--- src/rtl/ptr_uart_tx_pkg.sv ---
package ptr_uart_tx_pkg;

  // word indices decoded from the register bus
  localparam int unsigned IDX_CHAR   = 32'h7;
  localparam int unsigned IDX_RX_PTR = 32'hC;
  localparam int unsigned IDX_RX_CNT = 32'hD;
  localparam int unsigned IDX_TX_PTR = 32'hE;
  localparam int unsigned IDX_TX_CNT = 32'hF;

  // serial frame: start + 8 data + stop
  localparam int unsigned FRAME_BITS = 10;

  typedef enum logic [1:0] {
    SQ_IDLE,
    SQ_REQ,
    SQ_WAIT,
    SQ_SEND
  } seq_state_e;

endpackage

--- src/rtl/ptr_uart_tx_dec.sv ---
module ptr_uart_tx_dec
  import ptr_uart_tx_pkg::*;
#(
  parameter int unsigned IDX_W  = 10,
  parameter int unsigned DATA_W = 32,
  parameter int unsigned PTR_W  = 32
) (
  input  logic              clk,
  input  logic              rst_n,
  input  logic              wr_en,
  input  logic [IDX_W-1:0]  idx,
  input  logic [DATA_W-1:0] wdata,
  input  logic              tx_busy,
  output logic              char_go,
  output logic              txptr_wr,
  output logic              txcnt_wr,
  output logic              rx_ready,
  output logic [PTR_W-1:0]  rx_ptr
);

  logic             hit_char, hit_rxptr, hit_rxcnt, hit_txptr, hit_txcnt;
  logic             rx_ready_n;
  logic [PTR_W-1:0] rx_ptr_n;

  always_comb begin
    hit_char  = wr_en && (int'(idx) == IDX_CHAR);
    hit_rxptr = wr_en && (int'(idx) == IDX_RX_PTR);
    hit_rxcnt = wr_en && (int'(idx) == IDX_RX_CNT);
    hit_txptr = wr_en && (int'(idx) == IDX_TX_PTR);
    hit_txcnt = wr_en && (int'(idx) == IDX_TX_CNT);
    char_go   = hit_char  && !tx_busy;
    txptr_wr  = hit_txptr && !tx_busy;
    txcnt_wr  = hit_txcnt && !tx_busy;
  end

  always_comb begin
    rx_ready_n = rx_ready;
    rx_ptr_n   = rx_ptr;
    if (hit_rxcnt) rx_ready_n = (wdata != '0);
    if (hit_rxptr) rx_ptr_n   = wdata[PTR_W-1:0];
  end

  always_ff @(posedge clk or negedge rst_n) begin
    if (!rst_n) begin
      rx_ready <= 1'b0;
      rx_ptr   <= '0;
    end else if (hit_rxcnt || hit_rxptr) begin
      rx_ready <= rx_ready_n;
      rx_ptr   <= rx_ptr_n;
    end
  end

  // flag follows the zero test of the written word
  a_r8_flag_follows: assert property (@(posedge clk) disable iff (!rst_n)
    (wr_en && int'(idx) == IDX_RX_CNT) |=> (rx_ready == ($past(wdata) != '0)));

  // receive pointer captures the written word
  a_r9_rx_ptr_load: assert property (@(posedge clk) disable iff (!rst_n)
    (wr_en && int'(idx) == IDX_RX_PTR) |=> (rx_ptr == $past(wdata[PTR_W-1:0])));

endmodule

--- src/rtl/ptr_uart_tx_seq.sv ---
module ptr_uart_tx_seq
  import ptr_uart_tx_pkg::*;
#(
  parameter int unsigned PTR_W = 32,
  parameter int unsigned CNT_W = 16
) (
  input  logic             clk,
  input  logic             rst_n,
  input  logic             ptr_wr,
  input  logic [PTR_W-1:0] ptr_wdata,
  input  logic             cnt_wr,
  input  logic [CNT_W-1:0] cnt_wdata,
  output logic             mem_req_valid,
  input  logic             mem_req_ready,
  output logic [PTR_W-1:0] mem_req_addr,
  input  logic             mem_rsp_valid,
  input  logic [7:0]       mem_rsp_data,
  input  logic             sh_busy,
  output logic             sh_load,
  output logic [7:0]       sh_byte,
  output logic             active
);

  seq_state_e       state, state_n;
  logic [PTR_W-1:0] ptr, ptr_n;
  logic [CNT_W-1:0] cnt, cnt_n;
  logic [7:0]       byte_q, byte_n;

  always_comb begin
    state_n = state;
    ptr_n   = ptr;
    cnt_n   = cnt;
    byte_n  = byte_q;
    sh_load = 1'b0;
    unique case (state)
      SQ_IDLE: begin
        if (ptr_wr) ptr_n = ptr_wdata;
        if (cnt_wr) begin
          if (ptr != '0 && cnt_wdata != '0) begin
            cnt_n   = cnt_wdata;
            state_n = SQ_REQ;
          end else begin
            ptr_n = '0;
          end
        end
      end
      SQ_REQ: begin
        if (mem_req_ready) state_n = SQ_WAIT;
      end
      SQ_WAIT: begin
        if (mem_rsp_valid) begin
          byte_n  = mem_rsp_data;
          state_n = SQ_SEND;
        end
      end
      SQ_SEND: begin
        if (!sh_busy) begin
          sh_load = 1'b1;
          cnt_n   = cnt - 1'b1;
          if (cnt == CNT_W'(1)) begin
            ptr_n   = '0;
            state_n = SQ_IDLE;
          end else begin
            ptr_n   = ptr + 1'b1;
            state_n = SQ_REQ;
          end
        end
      end
      default: state_n = SQ_IDLE;
    endcase
  end

  always_ff @(posedge clk or negedge rst_n) begin
    if (!rst_n) begin
      state  <= SQ_IDLE;
      ptr    <= '0;
      cnt    <= '0;
      byte_q <= '0;
    end else begin
      state  <= state_n;
      ptr    <= ptr_n;
      cnt    <= cnt_n;
      byte_q <= byte_n;
    end
  end

  always_comb begin
    mem_req_valid = (state == SQ_REQ);
    mem_req_addr  = ptr;
    sh_byte       = byte_q;
    active        = (state != SQ_IDLE);
  end

  // request held steady until accepted
  a_r5_hold_req: assert property (@(posedge clk) disable iff (!rst_n)
    (mem_req_valid && !mem_req_ready) |=> (mem_req_valid && $stable(mem_req_addr)));

  // a response only arrives while one fetch is outstanding
  a_r5_one_outstanding: assert property (@(posedge clk) disable iff (!rst_n)
    mem_rsp_valid |-> (state == SQ_WAIT));

  // zero pointer keeps the channel idle
  a_r6_zero_ptr_idle: assert property (@(posedge clk) disable iff (!rst_n)
    (cnt_wr && ptr == '0) |=> (state == SQ_IDLE && ptr == '0));

  // pointer reads zero once a block has finished
  a_r7_ptr_cleared: assert property (@(posedge clk) disable iff (!rst_n)
    $fell(active) |-> (ptr == '0));

endmodule

--- src/rtl/ptr_uart_tx_shift.sv ---
module ptr_uart_tx_shift
  import ptr_uart_tx_pkg::*;
#(
  parameter int unsigned BAUD_DIV = 16
) (
  input  logic       clk,
  input  logic       rst_n,
  input  logic       load,
  input  logic [7:0] byte_in,
  output logic       busy,
  output logic       txd
);

  localparam int unsigned DIV_W = (BAUD_DIV > 2) ? $clog2(BAUD_DIV) : 1;
  localparam int unsigned BIT_W = $clog2(FRAME_BITS);

  logic                  busy_n;
  logic [FRAME_BITS-1:0] sreg, sreg_n;
  logic [DIV_W-1:0]      div_cnt, div_n;
  logic [BIT_W-1:0]      bit_cnt, bit_n;
  logic                  en;

  always_comb begin
    busy_n = busy;
    sreg_n = sreg;
    div_n  = div_cnt;
    bit_n  = bit_cnt;
    if (load) begin
      busy_n = 1'b1;
      sreg_n = {1'b1, byte_in, 1'b0};
      div_n  = '0;
      bit_n  = '0;
    end else if (busy) begin
      if (div_cnt == DIV_W'(BAUD_DIV - 1)) begin
        div_n = '0;
        if (bit_cnt == BIT_W'(FRAME_BITS - 1)) begin
          busy_n = 1'b0;
        end else begin
          bit_n  = bit_cnt + 1'b1;
          sreg_n = {1'b1, sreg[FRAME_BITS-1:1]};
        end
      end else begin
        div_n = div_cnt + 1'b1;
      end
    end
  end

  assign en = load || busy;

  always_ff @(posedge clk or negedge rst_n) begin
    if (!rst_n) begin
      busy    <= 1'b0;
      sreg    <= '1;
      div_cnt <= '0;
      bit_cnt <= '0;
    end else if (en) begin
      busy    <= busy_n;
      sreg    <= sreg_n;
      div_cnt <= div_n;
      bit_cnt <= bit_n;
    end
  end

  assign txd = busy ? sreg[0] : 1'b1;

  // nobody reloads the shifter mid-frame
  a_r3_no_reload: assert property (@(posedge clk) disable iff (!rst_n)
    load |-> !busy);

  // frame never runs past its stop bit, and the stop bit is high
  a_r2_frame_bound: assert property (@(posedge clk) disable iff (!rst_n)
    busy |-> (int'(bit_cnt) < FRAME_BITS));

  a_r2_stop_high: assert property (@(posedge clk) disable iff (!rst_n)
    (busy && int'(bit_cnt) == FRAME_BITS - 1) |-> txd);

endmodule

--- src/rtl/ptr_uart_tx.sv ---
module ptr_uart_tx #(
  parameter int unsigned ADDR_W   = 12,
  parameter int unsigned DATA_W   = 32,
  parameter int unsigned PTR_W    = 32,
  parameter int unsigned CNT_W    = 16,
  parameter int unsigned BAUD_DIV = 16
) (
  input  logic              clk,
  input  logic              rst_n,
  input  logic              bus_wr,
  input  logic [ADDR_W-1:0] bus_addr,
  input  logic [DATA_W-1:0] bus_wdata,
  output logic              mem_req_valid,
  input  logic              mem_req_ready,
  output logic [PTR_W-1:0]  mem_req_addr,
  input  logic              mem_rsp_valid,
  input  logic [7:0]        mem_rsp_data,
  output logic              txd,
  output logic              tx_busy,
  output logic              rx_ready,
  output logic [PTR_W-1:0]  rx_ptr
);

  localparam int unsigned IDX_W = ADDR_W - 2;

  logic [1:0] rst_sync;
  logic       rst_i_n;
  logic       unused_lo;
  logic       char_go, txptr_wr, txcnt_wr;
  logic       seq_load, seq_active, sh_busy, sh_load;
  logic [7:0] seq_byte, sh_byte;

  // asynchronous assert, synchronous release
  always_ff @(posedge clk or negedge rst_n) begin
    if (!rst_n) rst_sync <= 2'b00;
    else        rst_sync <= {rst_sync[0], 1'b1};
  end
  assign rst_i_n   = rst_sync[1];
  assign unused_lo = ^bus_addr[1:0];

  ptr_uart_tx_dec #(.IDX_W(IDX_W), .DATA_W(DATA_W), .PTR_W(PTR_W)) u_dec (
    .clk      (clk),
    .rst_n    (rst_i_n),
    .wr_en    (bus_wr),
    .idx      (bus_addr[ADDR_W-1:2]),
    .wdata    (bus_wdata),
    .tx_busy  (tx_busy),
    .char_go  (char_go),
    .txptr_wr (txptr_wr),
    .txcnt_wr (txcnt_wr),
    .rx_ready (rx_ready),
    .rx_ptr   (rx_ptr)
  );

  ptr_uart_tx_seq #(.PTR_W(PTR_W), .CNT_W(CNT_W)) u_seq (
    .clk           (clk),
    .rst_n         (rst_i_n),
    .ptr_wr        (txptr_wr),
    .ptr_wdata     (bus_wdata[PTR_W-1:0]),
    .cnt_wr        (txcnt_wr),
    .cnt_wdata     (bus_wdata[CNT_W-1:0]),
    .mem_req_valid (mem_req_valid),
    .mem_req_ready (mem_req_ready),
    .mem_req_addr  (mem_req_addr),
    .mem_rsp_valid (mem_rsp_valid),
    .mem_rsp_data  (mem_rsp_data),
    .sh_busy       (sh_busy),
    .sh_load       (seq_load),
    .sh_byte       (seq_byte),
    .active        (seq_active)
  );

  assign sh_load = char_go || seq_load;
  assign sh_byte = char_go ? bus_wdata[7:0] : seq_byte;
  assign tx_busy = seq_active || sh_busy;

  ptr_uart_tx_shift #(.BAUD_DIV(BAUD_DIV)) u_shift (
    .clk     (clk),
    .rst_n   (rst_i_n),
    .load    (sh_load),
    .byte_in (sh_byte),
    .busy    (sh_busy),
    .txd     (txd)
  );

  // a software character never competes with a fetched byte
  a_r3_single_source: assert property (@(posedge clk) disable iff (!rst_i_n)
    !(char_go && seq_load));

  // quiet outputs while held in reset
  a_r1_reset_quiet: assert property (@(posedge clk)
    !rst_i_n |-> (txd && !tx_busy && !mem_req_valid && !rx_ready));

endmodule

--- config.mk ---
export PLATFORM = sky130hd
export DESIGN_NAME = ptr_uart_tx
export DESIGN_NICKNAME = d
export VERILOG_FILES = /design/src/rtl/ptr_uart_tx_pkg.sv /design/src/rtl/ptr_uart_tx_dec.sv /design/src/rtl/ptr_uart_tx_seq.sv /design/src/rtl/ptr_uart_tx_shift.sv /design/src/rtl/ptr_uart_tx.sv
export SDC_FILE = /design/constraint.sdc
export NUM_CORES = 1
export LEC_CHECK = 0
export ABC_AREA = 0
export BUFFER_PORTS_ARGS = -buffer_cell sky130_fd_sc_hd__buf_2
export CAP_MARGIN = 20
export CORE_MARGIN = 5
export CORE_UTILIZATION = 60
export CTS_CLUSTER_SIZE = 24
export DETAILED_ROUTE_END_ITERATION = 12
export PLACE_DENSITY = 0.84
export SETUP_SLACK_MARGIN = 0.2
export SLEW_MARGIN = 30
export SYNTH_ARGS = -nofsm -noshare
export SYNTH_HDL_FRONTEND = slang
export SYNTH_SLANG_ARGS = --single-unit
--- constraint.sdc ---
create_clock -name clk -period 8.1 [get_ports clk]
set_input_delay 1.62 -clock clk [delete_from_list [all_inputs] [get_ports clk]]
set_output_delay 1.62 -clock clk [all_outputs]
set_load 0.01 [all_outputs]
======== After elaboration in Yosys (flattened, before gate mapping) ========
Cells that the tools add are included.
cells by class
  multiplexer cells ....................... 36
  magnitude comparators ................... 0
  add/subtract/negate cells ............... 4
  $mul .................................... 0
  bitwise logic cells ..................... 0
  shifts and indexed selects .............. 0
  div/mod/pow operators ................... 0
  equality and inequality tests ........... 17
  reduce and logical (&&, ||, !) cells .... 30
operators by type and width
  kind                                                   count
  two-way mux 32 bit                                     5
  one-hot mux 32 bit (2 select lines)                    1
  nonzero test 32 bit                                    2
  two-way mux 16 bit                                     3
  == test 10 x 4 -> 1 bit, second input constant         4
  two-way mux 10 bit                                     4
  adder 32 x 1 -> 32 bit, second input constant          1
  one-hot mux 16 bit (2 select lines)                    1
  two-way mux 4 bit                                      7
  == test 16 x 1 -> 1 bit, second input constant         1
  nonzero test 16 bit                                    1
  subtractor 16 x 1 -> 16 bit, second input constant     1
  == test 10 x 3 -> 1 bit, second input constant         1
  two-way mux 2 bit                                      5
  AND reduction 2 bit                                    5
  logical AND 1 bit                                      9
  adder 4 x 1 -> 4 bit, second input constant            2
  == test 4 bit, second input constant                   2
  two-way mux 1 bit                                      8
  two-way mux 8 bit                                      1
  one-hot mux 2 bit (4 select lines)                     1
  AND reduction 4 bit                                    2
  nonzero test 2 bit                                     4
  inequality test 2 x 1 -> 1 bit, second input constant  3
  7 further kinds                                        13
word-level totals
  bits in registers ....................... 112
  output and inout bits ................... 68
  logic and storage cells ................. 98
  bits in read-only memories .............. 0
  bits in latches ......................... 0
  memory bits (writable) .................. 0
  memories kept ........................... 0

======== Longest topological paths before layout ========
Gate-level depths: netlist of the first run.
  word-level depth ........................ 8
  depth in mapped cells ................... 9
  depth with buffers taken out ............ 8

======== Cells and area by module ========
From an unflattened synthesis of the first run, not the netlist that was laid out.
unflattened totals
  cell total of the unflattened synthesis .. 653
  area total of the unflattened synthesis .. 6658.9 µm²
modules (own cells, without submodules)
  module             sequential area each (µm²)  instances  area an instance (µm²)  cells an instance
  ptr_uart_tx_seq    1451.4                      1          3976.3                  444
  ptr_uart_tx_dec    825.8                       1          1517.7                  94
  ptr_uart_tx_shift  461.7                       1          967.2                   101
  ptr_uart_tx        50.0                        1          197.7                   14

======== Worst setup path before layout of the first run ========
OpenSTA, ideal clock, no wires.
  kind .................................... input to register
  from .................................... input port bus_addr[7]
  to ...................................... register u_dec.rx_ptr[10]
  cell stages on the path ................. 6
  library setup time ...................... 0.125 ns
  arrival time ............................ 3.290 ns
  buffers on the path ..................... 2
  setup slack ............................. 4.685 ns
  data required time ...................... 7.975 ns
  cells stage by stage .................... nor4_1 nand2_1 or4_1 clkbuf_1 clkbuf_1 mux2_2
on the way
  word-level cells in the longest chain between the ends .. 4
RTL lines
  what                                        RTL line                                      source
  start: declaration                          ptr_uart_tx.sv:11                             input logic [ADDR_W-1:0] bus_addr,
  == test 10 x 4 -> 1 bit (on tied branches)  ptr_uart_tx_dec.sv:28, ptr_uart_tx_dec.sv:27
  logical AND 1 bit (on tied branches)        ptr_uart_tx_dec.sv:28, ptr_uart_tx_dec.sv:27
  logical OR 1 bit                            ptr_uart_tx_dec.sv:47                         end else if (hit_rxcnt || hit_rxptr) begin
  AND reduction 2 bit (no source line) *      n/a
  end signal: assignment                      ptr_uart_tx_dec.sv:49                         rx_ptr <= rx_ptr_n;
  end: declaration                            ptr_uart_tx_dec.sv:18                         output logic [PTR_W-1:0] rx_ptr
Mark *: on every way between the ends. The rest lies on a longest branch, timed or not.
A chain may end at the register's enable or synchronous reset.

======== Final worst setup path of the first run ========
  from .................................... input port bus_addr[7]
  to ...................................... register u_seq.cnt[9]
on the way
  word-level cells in the longest chain between the ends .. 5
RTL lines
  what                                    RTL line               source
  == test 10 x 4 -> 1 bit                 ptr_uart_tx_dec.sv:30  hit_txcnt = wr_en && (int'(idx) == IDX_TX_CNT);
  logical AND 1 bit                       ptr_uart_tx_dec.sv:30
  logical AND 1 bit                       ptr_uart_tx_dec.sv:33  txcnt_wr = hit_txcnt && !tx_busy;
  inequality test 2 bit (no source line)  n/a
  AND reduction 4 bit (no source line)    n/a
  end signal: assignment                  ptr_uart_tx_seq.sv:82  cnt <= cnt_n;
  end: declaration                        ptr_uart_tx_seq.sv:26  logic [CNT_W-1:0] cnt, cnt_n;
No other way between the ends.

==> results of run 1 <==
## registers in the layout (all words and copies together), names as in the netlist
name and count:
u_seq.cnt 16, u_shift.div_cnt 4, u_dec.rx_ready 1, u_shift.bit_cnt 4
u_dec.rx_ptr 32, u_shift.busy 1, rst_sync 2, u_seq.state 2
u_seq.mem_req_addr 32, u_shift.sreg 9, u_seq.sh_byte 8
## worst min path at each step
stage          cells past startpoint               end  slack, ns        start
3_3_place_gp                       0  u_dec.rx_ptr[20]       0.23  rst_sync[1]
2_1_floorplan                      0       rst_sync[1]       0.33  rst_sync[0]
3_5_place_dp                       0  u_dec.rx_ptr[19]       0.24  rst_sync[1]
6_report                           0  u_dec.rx_ptr[17]       0.24  rst_sync[1]
5_1_grt                            0  u_dec.rx_ptr[17]       0.28  rst_sync[1]
4_1_cts                            0  u_dec.rx_ptr[17]       0.26  rst_sync[1]
## cell usage after synthesis, types with 3 or more instances
| library cell | instances |
|---|---|
| o311ai_0 | 3 |
| a21oi_1 | 31 |
| a211oi_1 | 3 |
| nor3_1 | 17 |
| clkbuf_1 | 19 |
| and4_1 | 4 |
| nand3_1 | 27 |
| nand4_1 | 12 |
| a31oi_1 | 9 |
| and2_1 | 4 |
| buf_6 | 3 |
| nor2_1 | 47 |
| dfrtp_1 | 102 |
| buf_2 | 6 |
| nand2_1 | 66 |
| o31ai_1 | 7 |
| xnor2_1 | 3 |
| nor4_1 | 21 |
| a22oi_1 | 3 |
| ha_1 | 12 |
| or2_2 | 3 |
| a221o_1 | 14 |
| xor2_1 | 4 |
| or3_1 | 4 |
| o41ai_1 | 6 |
| inv_1 | 16 |
| mux2i_1 | 6 |
| o211ai_1 | 10 |
| o211ai_2 | 4 |
| or4_4 | 3 |
| mux2_2 | 47 |
| nand3b_1 | 5 |
| and3_1 | 8 |
| or4_1 | 6 |
| dfstp_2 | 9 |
| o22ai_1 | 11 |
| o21ai_0 | 33 |
| nand2b_1 | 5 |
## metrics by stage
step / hold WS [ns] / total power [mW] / worst slack (ns)
finish: 0.241 / 0.927 / 4.34
CTS: 0.257 / 0.929 / 4.24
global placement: 0.233 / 0.613 / 4.01
floorplan: 0.331 / 0.582 / 4.69
detailed placement: 0.243 / 0.615 / 3.84
global route: 0.277 / 0.958 / 4.11
## cell type report
type / instances / area (µm²) / area share, %
Multi-Input combinational cell: 473 / 3180 / 45.2
Sequential cell: 111 / 2790 / 39.7
Timing Repair Buffer: 127 / 652 / 9.26
Tap cell: 136 / 170 / 2.42
Clock buffer: 10 / 138 / 1.95
Inverter: 17 / 63.8 / 0.906
Clock inverter: 6 / 45.0 / 0.640
## kinds of logic after synthesis
kind of cell    count (synthesis)  synth area share, %
compound gates                153                 17.1
fa+ha+maj                      12                 2.43
simple gates                  247                 21.2
other cells                     1               0.0607
flops                         111                 45.1
mux                            53                 9.54
buf+inv                        48                 3.54
xor+xnor                        7                0.993
## routing by layer
| layer | track usage (%) | wire, µm | vias up |
|---|---|---|---|
| li1 | - | - | 2592 |
| met1 | 38.4 | 7070 | 2863 |
| met2 | 46.4 | 8590 | 314 |
| met3 | 5.76 | 1630 | 43 |
| met4 | 9.65 | 463 | 0 |
| met5 | 0 | 0 | - |
## worst max-delay path, delay by kind of cell
kind / cells / cell delay [ns]
AO/OA/AOI/OAI: 4 / 1.17
buffers and inverters: 2 / 0.32
AND/OR/NAND/NOR: 2 / 0.99
## where the power goes
part / internal [mW] / switching [mW] / total, mW
registers: 0.557 / 0.00385 / 0.561
logic: 0.0148 / 0.0285 / 0.0433
clock network: 0.122 / 0.200 / 0.322
==> results.json, run 1 <==
{
  "outcome": "finished clean",
  "clock_path_buffers": 2,
  "avgSynthCellArea_um2": 9.77,
  "crit_path_start": "bus_addr[7]",
  "synthTopCellsByArea": "dfrtp_1 41%, mux2_2 8.6%, nand2_1 4.0%",
  "cts_root_buffer": "clkbuf_8",
  "worstMarginPinSlew_ns": 0.815,
  "grt_pass1_vias": 5661,
  "r2r-start": "u_seq.state[0]",
  "cts_buffers": 9,
  "finish.utilization_pct": 69.2,
  "first_iter_violations": 650,
  "yosysTopAreaCell": "dfrtp_1",
  "htreeDepth": 3,
  "overflow": 0,
  "maxSlewHeadroom_pct": 45.6,
  "dpl_cell_area_um2": 6860,
  "period_minus_slack_ns": 3.76,
  "async_flop_share_pct": 100,
  "dp_hpwl_um": 12700,
  "cap_violations": 0,
  "cp-start-kind": "input port",
  "ys.flop_type": "dfrtp_1",
  "fin_crit_sh_pct": 46.4,
  "hold_viol": 0,
  "dieArea_um2": 12400,
  "dieWidth_um": 111,
  "num-nets-final": 808,
  "finalInstanceArea_um2": 7040,
  "ys_seq_area_share_pct": 45.1,
  "grt_max_degree": 85,
  "cts_tree": "built",
  "drc": 0,
  "synth.net_count": 701,
  "drt_first_pass_iters": 7,
  "dp.cells": 864,
  "power.density_nw_per_um2": 132,
  "setup_viol": 0,
  "skew_ns": 0.0167,
  "layout-drive-gt1-share_pct": 30.0,
  "final_common_cell": "buf_2",
  "nFillCells": 797,
  "required_ns": 8.43,
  "die-height_um": 111,
  "cp.arrival_ns": 4.09,
  "worstSetupEndpointType": "register",
  "final_cell_mix": "122 x buf_2, 101 x dfrtp_1, 66 x nand2_1",
  "core_um2": 10200,
  "syn_to_final_growth_pct": 14.0,
  "synth_top_area_share_pct": 41.3,
  "antenna_found_initial": 0,
  "slowest_delay_ns": 0.63,
  "grt_setup_unrepaired": "false",
  "peakVddDrop_mv": 0.0818,
  "slew_violations": 0,
  "postCtsSetupRepairBufs": 0,
  "regToRegEndpoint": "u_seq.cnt[9]",
  "wl_um": 17700,
  "wire_per_inst_um": 20.2,
  "ioPinCount": 125,
  "leakage_nw": 3.31,
  "ctsHoldBuffers": 0,
  "post_cts_resized": 0,
  "postRouteAntennaNets": 0,
  "reg2reg_slack_ns": 4.83,
  "synth_area_um2": 6180,
  "critical_path_class": "in -> reg",
  "syn_inst": 632,
  "path_cells": "buf_2 -> nor4_1 -> and4b_1 -> o211ai_1 -> buf_4 -> a21oi_2 -> a21boi_0 -> o22a_1",
  "grt_usage_pct": 28.5,
  "cp_max_fo": 18,
  "n_antenna_cell": 0,
  "cpMaxStageDelayCell": "a21oi_2",
  "cp-endpoint": "u_seq.cnt[9]",
  "finalNonFillerCells": 880,
  "insertion_delay_ns": 0.39,
  "ys_seq_elements": 111,
  "synth_edf_count": 0,
  "clock-sinks": 111,
  "via_count": 5812,
  "hp-class": "reg -> async",
  "yosys_warnings": 0,
  "setup_tns_ns": 0,
  "start_util_pct": 60.7,
  "port_buffers": 122,
  "max_freq_mhz": 266,
  "grt_pass1_wl_um": 28800,
  "clkTransAtPathRegs_ns": 0.11,
  "synth.distinct_cells": 69,
  "place_congestion": 0.894,
  "viasPerCell": 6.60,
  "r2r_cells": 9,
  "rows": 37
}
Power figures use the tool's default switching activity.
==> run 2: changes to the inputs <==
- ABC_AREA: 0 -> 1
- CORE_UTILIZATION: 60 -> 52
- PLACE_DENSITY: 0.84 -> 0.76
- clock period: 8.1 -> 3.1 ns (I/O delays scaled with it)
==> results.json, run 2 <==
{
  "worstSetupEndpointType": "register",
  "grt_pass1_wl_um": 34800,
  "async_flop_share_pct": 100,
  "clkTransAtPathRegs_ns": 0.07,
  "max_freq_mhz": 413,
  "ys.flop_type": "dfrtp_1",
  "finalPower_mw": 2.76,
  "n_antenna_cell": 0,
  "r2r_cells": 9,
  "htreeDepth": 3,
  "insertion_delay_ns": 0.37,
  "peakVddDrop_mv": 0.318,
  "cts_root_buffer": "clkbuf_16",
  "cp-start-kind": "register",
  "leakage_nw": 4.81,
  "first_iter_violations": 605,
  "port_buffers": 122,
  "cp.arrival_ns": 2.67,
  "required_ns": 3.34,
  "nFillCells": 1331,
  "path_cells": "inv_1 -> ha_1 -> nand2_1 -> nand2_4 -> inv_2 -> a21oi_4 -> nand2_4 -> nand2_1 -> o21ai_2",
  "dieWidth_um": 129,
  "post-synth-top-count-cell": "nand2_1",
  "drt_first_pass_iters": 5,
  "cts_tree": "built",
  "reg2reg_slack_ns": 0.68,
  "overflow": 0,
  "final_cell_mix": "378 x nand2_1, 158 x nor2_1, 122 x buf_2",
  "clock_path_buffers": 2,
  "yosys_warnings": 0,
  "wl_um": 21100,
  "multiInputGateArea_um2": 3960,
  "start_util_pct": 53.1,
  "power.density_nw_per_um2": 328,
  "ctsHoldBuffers": 0,
  "ys_seq_area_share_pct": 37.9,
  "synth.net_count": 1180,
  "slowest_delay_ns": 0.42,
  "skew_ns": 0.0119,
  "dieArea_um2": 16600,
  "regArea_um2": 2790,
  "cp_max_fo": 30,
  "maxSlewHeadroom_pct": 50.3,
  "synth_edf_count": 0,
  "syn_inst": 1111,
  "finalInstanceArea_um2": 8390,
  "core_um2": 13900,
  "critical_path_class": "reg -> reg",
  "grt_max_degree": 61,
  "setup_viol": 0,
  "cap_violations": 0,
  "period_minus_slack_ns": 2.42,
  "hp-class": "in -> async",
  "outcome": "finished clean",
  "dp_hpwl_um": 15300,
  "grt_pass1_vias": 6925,
  "final_common_cell": "nand2_1",
  "wire_per_inst_um": 15.1,
  "via_count": 7547,
  "slew_violations": 0,
  "synthTopCellsByArea": "dfrtp_1 35%, nand2_1 19%, nor2_1 8.1%",
  "ys_seq_elements": 111,
  "setup_tns_ns": 0,
  "cpMaxStageDelayCell": "dfrtp_1",
  "place_congestion": 0.956,
  "die-height_um": 129,
  "fin_crit_sh_pct": 78.2,
  "worstMarginPinSlew_ns": 0.745,
  "synth_top_area_share_pct": 34.7,
  "layout-drive-gt1-share_pct": 16.9,
  "clock-sinks": 111,
  "drc": 0,
  "antenna_found_initial": 0,
  "yosysTopAreaCell": "dfrtp_1",
  "dpl_cell_area_um2": 8110,
  "hold_ws_ns": 0.0309,
  "grt_setup_unrepaired": "false",
  "cts_buffers": 9,
  "r2r-start": "u_seq.state[0]",
  "post_cts_resized": 0,
  "avgSynthCellArea_um2": 6.63,
  "ioPinCount": 125,
  "synth.distinct_cells": 42,
  "postRouteAntennaNets": 0,
  "num-nets-final": 1284,
  "grt_usage_pct": 26.0,
  "regToRegEndpoint": "u_seq.cnt[7]",
  "synth_area_um2": 7370,
  "rows": 43,
  "hold_viol": 0,
  "synth_common_cells": "378 x nand2_1, 158 x nor2_1, 108 x inv_1",
  "syn_to_final_growth_pct": 13.9,
  "viasPerCell": 5.39,
  "postCtsSetupRepairBufs": 0
}
==> run 2: cell types whose count changed in the layout (fill, tap and decap cells not counted), sizes merged, moves of 14 or more <==
cell,delta
nand2,+320
nor2,+119
inv,+97
nand3,+73
o21ai,+42
mux2,-39
nor4,-21
a221o,-14
o211ai,-14
==> run 2: area by class of cell <==
class	count	area share (%)
Timing Repair Buffer	133	8.41
Inverter	115	5.19
Clock buffer	12	2.94
Sequential cell	111	33.3
Clock inverter	4	0.373
Multi-Input combinational cell	845	47.1
Tap cell	180	2.68
==> run 2: worst max-delay path, delay by kind of cell (launching register included) <==
family | cells | cell delay, ns
fa+ha+maj | 1 | 0.38
buf+inv | 2 | 0.38
compound gates | 2 | 0.44
simple gates | 4 | 0.68
flops | 1 | 0.42
==> run 2: per-stage QoR <==
step | worst slack, ns | cells | utilization [%]
after global placement | 0.739 | 1384 | 58.5
after floorplan | 1.22 | 1111 | -
after CTS | 0.680 | 1400 | 60.5
after detailed placement | 0.724 | 1384 | 58.5
final | 0.676 | 1400 | 60.5
after global routing | 0.517 | 1400 | 60.5
==> run 2: worst max path at each step <==
stage,from,endpoint,cells past startpoint
CTS,u_seq.state[0],u_seq.cnt[7],9
global placement,u_seq.state[0],u_seq.cnt[6],9
floorplan,u_seq.state[0],u_seq.cnt[8],10
global route,u_seq.state[0],u_seq.cnt[7],9
detailed placement,u_seq.state[0],u_seq.cnt[7],9
finish,u_seq.state[0],u_seq.cnt[7],9
==> run 2: power by group <==
| part | switching (mW) | internal (mW) |
|---|---|---|
| Clock | 0.552 | 0.574 |
| Sequential | 0.0253 | 1.46 |
| Combinational | 0.0911 | 0.0529 |
| Total | 0.669 | 2.09 |
==> run 2: logic make-up after synthesis <==
family	count (synthesis)	share of synthesized area, %
AO/OA/AOI/OAI	121	8.93
XOR/XNOR	15	1.78
adder cells (fa/ha/maj)	12	2.04
buffers and inverters	155	8.54
flip-flops	111	37.9
multiplexers	8	1.22
other	1	0.0509
AND/OR/NAND/NOR	688	39.6
==> run 2: routing by layer <==
metal | share of wire, % | global-route usage [%]
met1 | 43 | 35.0
met2 | 46 | 41.8
met3 | 7.2 | 5.40
met4 | 3.4 | 9.70
met5 | 0 | 0
